[src/rtl/pb_pkg.sv]
// Package: shared types for the peripheral bus cycle controller.
// Assumes nothing beyond IEEE 1800-2017.
package pb_pkg;
    // Bus cycle phases: idle, address setup, strobe active, end/release.
    typedef enum logic [1:0] {
        PB_IDLE = 2'd0,
        PB_ADDR = 2'd1,
        PB_STRB = 2'd2,
        PB_END  = 2'd3
    } pb_state_t;
endpackage

[src/rtl/pb_timer.sv]
// Module: pb_timer
// Free-running up counter with synchronous clear and count enable.
// Used to time phases of a bus cycle. Assumes the user never lets it wrap.
module pb_timer #(
    parameter int W = 12
) (
    input  logic         clk,
    input  logic         rst_n,
    input  logic         clr,
    input  logic         en,
    output logic [W-1:0] count
);
    // Count cycles within the current phase.
    always_ff @(posedge clk) begin
        if (!rst_n)      count <= '0;
        else if (clr)    count <= '0;
        else if (en)     count <= count + 1'b1;
    end
endmodule

[src/rtl/pb_status.sv]
// Module: pb_status
// Holds the sticky timeout flag and synchronises the shared device
// interrupt line. Assumes bus_int_n is asynchronous to clk.
module pb_status #(
    parameter int SYNC_N = 2
) (
    input  logic clk,
    input  logic rst_n,
    input  logic tmo_set,
    input  logic stat_clr,
    input  logic bus_int_n,
    output logic tmo_flag,
    output logic dev_irq
);
    logic [SYNC_N-1:0] sync_q;

    // Sticky timeout flag: a set beats a clear on the same edge.
    always_ff @(posedge clk) begin
        if (!rst_n)        tmo_flag <= 1'b0;
        else if (tmo_set)  tmo_flag <= 1'b1;
        else if (stat_clr) tmo_flag <= 1'b0;
    end

    // Synchroniser chain for the inverted interrupt line.
    generate
        if (SYNC_N == 1) begin : g_one
            always_ff @(posedge clk) begin
                if (!rst_n) sync_q <= '0;
                else        sync_q <= ~bus_int_n;
            end
        end else begin : g_many
            always_ff @(posedge clk) begin
                if (!rst_n) sync_q <= '0;
                else        sync_q <= {sync_q[SYNC_N-2:0], ~bus_int_n};
            end
        end
    endgenerate

    assign dev_irq = sync_q[SYNC_N-1];

    // flag only rises after a timeout pulse
    a_r8_flag_from_timeout: assert property (@(posedge clk) disable iff (!rst_n)
        $rose(tmo_flag) |-> $past(tmo_set));
    // a lone clear drops the flag
    a_r10_clear_drops: assert property (@(posedge clk) disable iff (!rst_n)
        (stat_clr && !tmo_set) |=> !tmo_flag);
    // a set wins over a simultaneous clear
    a_r10_set_wins: assert property (@(posedge clk) disable iff (!rst_n)
        tmo_set |=> tmo_flag);
endmodule

[src/rtl/pb_seq.sv]
// Module: pb_seq
// Bus cycle sequencer: takes a request, drives address/data, times the
// strobes from an external phase counter, samples ready from a fixed point,
// ends on ready or timeout. Assumes bus_rdy and bus_din are synchronous to clk.
module pb_seq
    import pb_pkg::*;
#(
    parameter int AW          = 6,
    parameter int DW          = 8,
    parameter int CW          = 12,
    parameter int SETUP_CYC   = 3,
    parameter int OUT_DLY     = 13,
    parameter int SAMPLE_CYC  = 38,
    parameter int TIMEOUT_CYC = 2700
) (
    input  logic          clk,
    input  logic          rst_n,
    input  logic          req_valid,
    input  logic          req_write,
    input  logic [AW-1:0] req_addr,
    input  logic [DW-1:0] req_wdata,
    input  logic [DW-1:0] bus_din,
    input  logic          bus_rdy,
    input  logic [CW-1:0] cnt,
    output logic          cnt_clr,
    output logic          cnt_en,
    output logic          tmo_set,
    output logic          cpu_wait,
    output logic          rsp_done,
    output logic [DW-1:0] rsp_rdata,
    output logic [AW-1:0] bus_addr,
    output logic          bus_addr_oe,
    output logic [DW-1:0] bus_dout,
    output logic          bus_dout_oe,
    output logic          bus_wr_n,
    output logic          bus_out_n,
    output logic          bus_rd_n
);
    localparam logic [CW-1:0] SETUP_LAST = CW'(SETUP_CYC - 1);
    localparam logic [CW-1:0] OUT_AT     = CW'(OUT_DLY);
    localparam logic [CW-1:0] SAMPLE_AT  = CW'(SAMPLE_CYC - 1);
    localparam logic [CW-1:0] TMO_AT     = CW'(TIMEOUT_CYC - 1);

    pb_state_t state, state_nx;
    logic      wr_q;
    logic      finish;
    logic      in_strb;

    assign in_strb = (state == PB_STRB);
    assign finish  = in_strb && (cnt >= SAMPLE_AT) && (bus_rdy || cnt == TMO_AT);

    // Next-state selection for the bus cycle phases.
    always_comb begin
        state_nx = state;
        unique case (state)
            PB_IDLE: if (req_valid)             state_nx = PB_ADDR;
            PB_ADDR: if (cnt == SETUP_LAST)     state_nx = PB_STRB;
            PB_STRB: if (finish)                state_nx = PB_END;
            PB_END:                             state_nx = PB_IDLE;
            default:                            state_nx = PB_IDLE;
        endcase
    end

    // Phase counter restarts when idle and at the strobe edge.
    assign cnt_clr = (state == PB_IDLE) || (state == PB_ADDR && cnt == SETUP_LAST);
    assign cnt_en  = !cnt_clr && (state != PB_END);
    assign tmo_set = finish && !bus_rdy;

    // Phase register.
    always_ff @(posedge clk) begin
        if (!rst_n) state <= PB_IDLE;
        else        state <= state_nx;
    end

    // Capture the request when a cycle is accepted.
    always_ff @(posedge clk) begin
        if (!rst_n) begin
            wr_q     <= 1'b0;
            bus_addr <= '0;
            bus_dout <= '0;
        end else if (state == PB_IDLE && req_valid) begin
            wr_q     <= req_write;
            bus_addr <= req_addr;
            bus_dout <= req_wdata;
        end
    end

    // Capture read data on the ending edge.
    always_ff @(posedge clk) begin
        if (!rst_n)               rsp_rdata <= '0;
        else if (finish && !wr_q) rsp_rdata <= bus_din;
    end

    // Bus and processor-side outputs decoded from the phase.
    assign bus_addr_oe = (state != PB_IDLE);
    assign bus_dout_oe = wr_q && (state == PB_ADDR || state == PB_STRB);
    assign bus_wr_n    = !(in_strb && wr_q);
    assign bus_rd_n    = !(in_strb && !wr_q);
    assign bus_out_n   = !(in_strb && wr_q && cnt >= OUT_AT);
    assign cpu_wait    = (state != PB_IDLE);
    assign rsp_done    = (state == PB_END);

    // write and read strobes never overlap
    a_r2_strobes_exclusive: assert property (@(posedge clk) disable iff (!rst_n)
        !(!bus_wr_n && !bus_rd_n));
    // data latch strobe never on a read
    a_r3_no_latch_on_read: assert property (@(posedge clk) disable iff (!rst_n)
        !bus_rd_n |-> bus_out_n);
    // data drivers stay off under the read strobe
    a_r4_hiz_on_read: assert property (@(posedge clk) disable iff (!rst_n)
        !bus_rd_n |-> !bus_dout_oe);
    // processor held while any strobe is low
    a_r5_wait_under_strobe: assert property (@(posedge clk) disable iff (!rst_n)
        (!bus_wr_n || !bus_rd_n || !bus_out_n) |-> cpu_wait);
    // address stays put during a cycle
    a_r11_addr_stable: assert property (@(posedge clk) disable iff (!rst_n)
        (cpu_wait && $past(cpu_wait)) |-> $stable(bus_addr));
    // end cycle lasts one clock
    a_r9_done_single: assert property (@(posedge clk) disable iff (!rst_n)
        rsp_done |=> !rsp_done);
endmodule

[src/rtl/pb_bus_ctrl.sv]
// Module: pb_bus_ctrl (top)
// Peripheral bus cycle controller: sequencer, phase timer and status.
// Assumes one clock domain; delays are given in clock cycles.
module pb_bus_ctrl #(
    parameter int AW          = 6,
    parameter int DW          = 8,
    parameter int SETUP_CYC   = 3,
    parameter int OUT_DLY     = 13,
    parameter int SAMPLE_CYC  = 38,
    parameter int TIMEOUT_CYC = 2700,
    parameter int SYNC_N      = 2
) (
    input  logic          clk,
    input  logic          rst_n,
    input  logic          req_valid,
    input  logic          req_write,
    input  logic [AW-1:0] req_addr,
    input  logic [DW-1:0] req_wdata,
    input  logic          stat_clr,
    output logic          cpu_wait,
    output logic          rsp_done,
    output logic [DW-1:0] rsp_rdata,
    output logic          tmo_flag,
    output logic          dev_irq,
    output logic [AW-1:0] bus_addr,
    output logic          bus_addr_oe,
    output logic [DW-1:0] bus_dout,
    output logic          bus_dout_oe,
    input  logic [DW-1:0] bus_din,
    output logic          bus_wr_n,
    output logic          bus_out_n,
    output logic          bus_rd_n,
    input  logic          bus_rdy,
    input  logic          bus_int_n
);
    localparam int CW = $clog2(TIMEOUT_CYC + SETUP_CYC + 1) + 1;

    logic [CW-1:0] cnt;
    logic          cnt_clr;
    logic          cnt_en;
    logic          tmo_set;

    pb_timer #(.W(CW)) u_timer (
        .clk   (clk),
        .rst_n (rst_n),
        .clr   (cnt_clr),
        .en    (cnt_en),
        .count (cnt)
    );

    pb_seq #(
        .AW(AW), .DW(DW), .CW(CW),
        .SETUP_CYC(SETUP_CYC), .OUT_DLY(OUT_DLY),
        .SAMPLE_CYC(SAMPLE_CYC), .TIMEOUT_CYC(TIMEOUT_CYC)
    ) u_seq (
        .clk         (clk),
        .rst_n       (rst_n),
        .req_valid   (req_valid),
        .req_write   (req_write),
        .req_addr    (req_addr),
        .req_wdata   (req_wdata),
        .bus_din     (bus_din),
        .bus_rdy     (bus_rdy),
        .cnt         (cnt),
        .cnt_clr     (cnt_clr),
        .cnt_en      (cnt_en),
        .tmo_set     (tmo_set),
        .cpu_wait    (cpu_wait),
        .rsp_done    (rsp_done),
        .rsp_rdata   (rsp_rdata),
        .bus_addr    (bus_addr),
        .bus_addr_oe (bus_addr_oe),
        .bus_dout    (bus_dout),
        .bus_dout_oe (bus_dout_oe),
        .bus_wr_n    (bus_wr_n),
        .bus_out_n   (bus_out_n),
        .bus_rd_n    (bus_rd_n)
    );

    pb_status #(.SYNC_N(SYNC_N)) u_status (
        .clk       (clk),
        .rst_n     (rst_n),
        .tmo_set   (tmo_set),
        .stat_clr  (stat_clr),
        .bus_int_n (bus_int_n),
        .tmo_flag  (tmo_flag),
        .dev_irq   (dev_irq)
    );
endmodule

[config.mk]
export PLATFORM = sky130hd
export DESIGN_NAME = pb_bus_ctrl
export DESIGN_NICKNAME = d
export VERILOG_FILES = /design/src/rtl/pb_pkg.sv /design/src/rtl/pb_timer.sv /design/src/rtl/pb_status.sv /design/src/rtl/pb_seq.sv /design/src/rtl/pb_bus_ctrl.sv
export SDC_FILE = /design/constraint.sdc
export NUM_CORES = 1
export LEC_CHECK = 0
export BUFFER_PORTS_ARGS = -buffer_cell sky130_fd_sc_hd__buf_2
export CAP_MARGIN = 10
export CELL_PAD_IN_SITES_DETAIL_PLACEMENT = 1
export CELL_PAD_IN_SITES_GLOBAL_PLACEMENT = 1
export CORE_MARGIN = 2
export CORE_UTILIZATION = 37
export CTS_CLUSTER_SIZE = 14
export DETAILED_ROUTE_END_ITERATION = 6
export GPL_TIMING_DRIVEN = 0
export PLACE_DENSITY_LB_ADDON = 0.1
export SETUP_SLACK_MARGIN = 0.2
export SYNTH_ARGS = -nofsm -noshare
export SYNTH_HDL_FRONTEND = slang
export SYNTH_SLANG_ARGS = --single-unit
export TNS_END_PERCENT = 20
[constraint.sdc]
create_clock -name clk -period 2.15 [get_ports clk]
set_input_delay 0.1075 -clock clk [delete_from_list [all_inputs] [get_ports clk]]
set_output_delay 0.1075 -clock clk [all_outputs]
set_load 0.01 [all_outputs]
# Word level (Yosys, flattened, before mapping)
# Cells that the tools add are included.
# classes
n_addsub,1
magnitude_cmp,2
n_eq_ne,9
mux,6
bitwise_logic,2
reduce_logical,25
# op_table
cell,count
adder 13 x 1 -> 13 bit (second input constant),1
== test 13 x 12 -> 1 bit (second input constant),1
== test 13 x 2 -> 1 bit (second input constant),1
greater-or-equal comparator 13 x 4 -> 1 bit (second input constant),1
greater-or-equal comparator 13 x 6 -> 1 bit (second input constant),1
logical AND 1 bit,11
case mux 2 bit (4 select lines),1
logical NOT 1 bit,6
2-to-1 mux 2 bit,3
inequality test 2 bit (second input constant),3
== test 2 bit (second input constant),2
nonzero test 2 bit,2
logical OR 1 bit,3
AND reduction 3 bit,1
== test 2 x 1 -> 1 bit (second input constant),1
logical NOT 2 bit,1
2-to-1 mux 1 bit,2
inequality test 2 x 1 -> 1 bit (second input constant),1
inverter 1 bit,2
OR reduction 2 bit,1
# totals
ff_bits,41
input_bits,29

# Longest topological paths before layout
# depth
depth_word,5
ltp_mapped,7
depth_no_buf,7

# Modules after synthesis
# A second synthesis with hierarchy kept.
# unflattened
cells_unflattened,218
area_unflattened_um2,1949.4
# modules_own_cells
mod,instances,cells_each,area_per_inst_um2,seq_area_each_um2
pb_seq,1,143,1242.4,500.5
pb_timer,1,68,613.1,260.2
pb_status,1,7,93.8,60.1

# Least setup slack after synthesis
# Ideal clock, no wire load.
# synth_timing
path_kind,flip-flop to flip-flop
start,register u_seq.state[0]
end,register u_timer.count[12]
setup_ns,0.117
arrival_time_ns,1.723
required_time_ns,2.033
setup_slack_ns,0.310
path_stages_with_launch,8
path_cell_list,dfxtp_1 > inv_1 > ha_1 > nor2_1 > nand4_1 > or4_1 > xor2_1 > nor2_1
# synth_via
elab_chain_cells,5
elab_cells_between_ends,8
# synth_rtl
element,line,text
from (decl),pb_seq.sv:44,"pb_state_t state, state_nx;"
from (signal assigned),pb_seq.sv:72,else state <= state_nx;
== test 2 x 1 -> 1 bit,pb_seq.sv:65,assign cnt_clr = (state == PB_IDLE) || (state == PB_ADDR && cnt == SETUP_LAST);
logical AND 1 bit,pb_seq.sv:65,
logical OR 1 bit,pb_seq.sv:65,
logical NOT 1 bit,pb_seq.sv:66,assign cnt_en = !cnt_clr && (state != PB_END);
logical AND 1 bit,pb_seq.sv:66,
to (signal assigned),pb_timer.sv:17,else if (en) count <= count + 1'b1;
to (decl),pb_timer.sv:11,output logic [W-1:0] count
# Several ways; a longest one is shown, not always the timed one.
# A chain may end at the register's enable or synchronous reset.

# Final worst setup path
# Same ends and word-level chain as after synthesis.

==> run_results.csv <==
group,metric,value,unit
critical_path,worst_ep_required_time,2.33,ns
synthesis,async_flop_share,0,%
timing,skew,0.00441,ns
global_route,grt_use_total,17.0,%
cts,insertion_delay,0.29,ns
synthesis,synth_edf_count,0,
synthesis,synth_top_cell_by_area,"dfxtp_1",
critical_path,path_max_fanout,6,
floorplan,pin_count,60,
critical_path,r2r-start,"u_seq.state[0]",
routing,dr.pass1.iters,4,
floorplan,initial_core_util,38.2,%
routing,via_per_inst,4.76,
critical_path,startpoint,"u_seq.state[0]",
layout,drive_gt1_share,31.1,%
timing,period_share,84.2,%
status,outcome,"finished clean",
global_route,grt_overflow,0,
critical_path,ff2ff_setup_slack,0.34,ns
synthesis,synth_area_leaders,"dfxtp_1, nand2_1, a21boi_0",
cts,htree_levels,2,
pwr,powerDensity,925,nW/µm²
routing,vias,1743,
routing,drc,0,
timing,rsz0062_at_grt,"no",
timing,min_period,1.81,ns
critical_path,r2r_end,"u_timer.count[12]",
routing,ant_nets,0,
critical_path,crit_path_start_kind,"flop",
run,maxCapViolCount,0,
critical_path,cp.arrival,1.99,ns
place,dpl_cell_area,2330,µm²
cts,cts_tree,"built",
layout,diodes,0,
layout,fin_util,49.2,%
routing,drt_iter0_drc,49,
min_path,whs_path_depth,3,
critical_path,path_class,"flop to flop",
place,port_buffers,58,
pwr,power.leakage,1.06,nW
synthesis,netlist_instances,225,
synthesis,synth-warning-count,0,
synthesis,synth_seq_cells,41,
timing,slew_violations,0,
timing,setup_viol,0,
place,dp_hpwl,3610,µm
pwr,irDropWorstVdd,0.477,mV
timing,setup_tns,0,ns
layout,final_area,2510,µm²
timing,fmax,552,MHz
global_route,grt_pass1_vias,1720,
synthesis,synth_flop_cell,"dfxtp_1",
critical_path,endpoint_kind,"flop",
synthesis,synth_common_cells,"nand2_1, dfxtp_1, nor2_1",
timing,worst_pin_slew,0.462,ns
floorplan,dieWidth,76.6,µm
global_route,antenna_found_initial,0,
timing,finalHoldViolations,0,
min_path,min_from,"bus_din[0]",
critical_path,rr_worst_depth,6,
layout,num-nets-final,332,
routing,routed_wl,4800,µm
floorplan,core,5110,µm²
synthesis,post-synth-top-count-cell,"nand2_1",
place,dp_cells,353,
floorplan,die_y,76.6,µm
synthesis,ys_seq_area_share,42.1,%
layout,layoutNonFillerInstCount,366,
global_route,grt_max_degree,13,
layout,syn_to_final_growth,28.8,%
floorplan,row_count,26,
routing,post_drt_wl_per_cell,13.1,µm
pwr,power,2.32,mW
min_path,min_to,"u_seq.rsp_rdata[0]",
min_path,hold_path.class,"input port to flop",
floorplan,dieArea,5870,µm²
synthesis,syn_avg_cell_area,8.67,µm²
synthesis,synth_fp_nets,262,
cts,clkSlewWorstSetupHoldPaths,0.08,ns
timing,slew_headroom,69.2,%
cts,clockBufferDepth,2,
synthesis,ys_types,37,
place,gp_congestion,0.775,
cts,cts-root-buf,"clkbuf_8",
synthesis,syn_area,1950,µm²
cts,cts.sinks,41,
synthesis,synth_top_area_share,42.1,%
cts,cts_buffers,5,
global_route,grt_pass1_wl,8050,µm
==> worst max path at each step <==
stage	cells past startpoint	slack, ns	endpoint
CTS	7	0.11	u_timer.count[12]
global route	7	0.21	u_seq.rsp_rdata[7]
finish	6	0.34	u_timer.count[12]
floorplan	7	0.31	u_timer.count[12]
detailed placement	7	-0.003	u_timer.count[12]
global placement	7	0.002	u_timer.count[12]
==> cells by family after synthesis <==
group | share of synthesized area [%]
buffers and inverters | 5.90
AO/OA/AOI/OAI | 13.3
flip-flops | 42.1
XOR/XNOR | 5.38
AND/OR/NAND/NOR | 27.8
adder cells (fa/ha/maj) | 5.13
multiplexers | 0.513
==> metrics by stage <==
stage | hold WS, ns | worst slack (ns)
6_report | 0.0342 | 0.339
2_1_floorplan | 0.179 | 0.310
3_3_place_gp | 0.264 | 0.00218
5_1_grt | 0.0417 | 0.210
3_5_place_dp | 0.269 | -0.00349
4_1_cts | 0.0292 | 0.108
==> report_power, final <==
part / internal [mW] / total, mW / switching (mW) / leakage [nW]
sequential: 0.853 / 0.921 / 0.0683 / 0.335
clock: 0.378 / 0.634 / 0.255 / 0.0585
combinational: 0.325 / 0.769 / 0.444 / 0.664
==> layer usage <==
metal | up-vias | routed length [µm] | track usage (%)
met5 | - | 0 | 0
met4 | 0 | 40 | 5.45
met3 | 4 | 194 | 4.50
met2 | 29 | 2390 | 28.9
met1 | 817 | 2170 | 21.0
li1 | 893 | - | -
==> layout by cell type, fill, tap and decap left out, types with 2 or more instances in the layout <==
cell type and n:
buf_2 60, nand2_1 45, dfxtp_1 37, nor2_1 18, a21boi_0 16, nand3_1 13
inv_1 8, o21ai_0 8, nand4_1 7, clkbuf_1 6, xnor2_1 6, xor2_1 6
buf_4 6, ha_1 6, clkbuf_8 6, and2_1 4, nor3b_1 3, buf_6 3
dfxtp_2 3, nand2b_1 2, nor3_1 2, clkbuf_2 2, nor2b_1 2, and4_1 2
or4_1 2, o31a_1 2, and3_1 2, ha_2 2
==> critical path, cell delays in order, from the launching register on <==
cell,delay (ns)
dfxtp_2,0.34
ha_1,0.30
nor2_4,0.21
nand4_1,0.13
or4_1,0.52
xor2_1,0.15
nor2_1,0.06
==> state kept, by name (all words and copies together) (netlist names) <==
| signal | count |
|---|---|
| u_seq.state | 2 |
| u_seq.rsp_rdata | 8 |
| u_seq.wr_q | 1 |
| u_status.tmo_flag | 1 |
| u_seq.bus_addr | 6 |
| u_seq.bus_dout | 8 |
| u_status.sync_q | 2 |
| u_timer.count | 13 |
==> layout make-up <==
class | instances | area [µm²]
fill | 649 | 2590
multi-input combinational | 162 | 1030
sequential | 41 | 828
timing repair buffer | 63 | 330
buffer | 14 | 87.6
tap | 70 | 87.6
clock buffer | 7 | 86.3
clock inverter | 1 | 30.0
inverter | 8 | 30.0
==> timing repair <==
item	4_1_cts	5_1_grt
hold endpoints to repair	1	0
setup buffers	0	4
setup endpoints to repair	19	32
hold buffers	1	0
pin swaps	0	2
resized for setup	2	11
No activity file was read; power rests on OpenSTA's default activity.
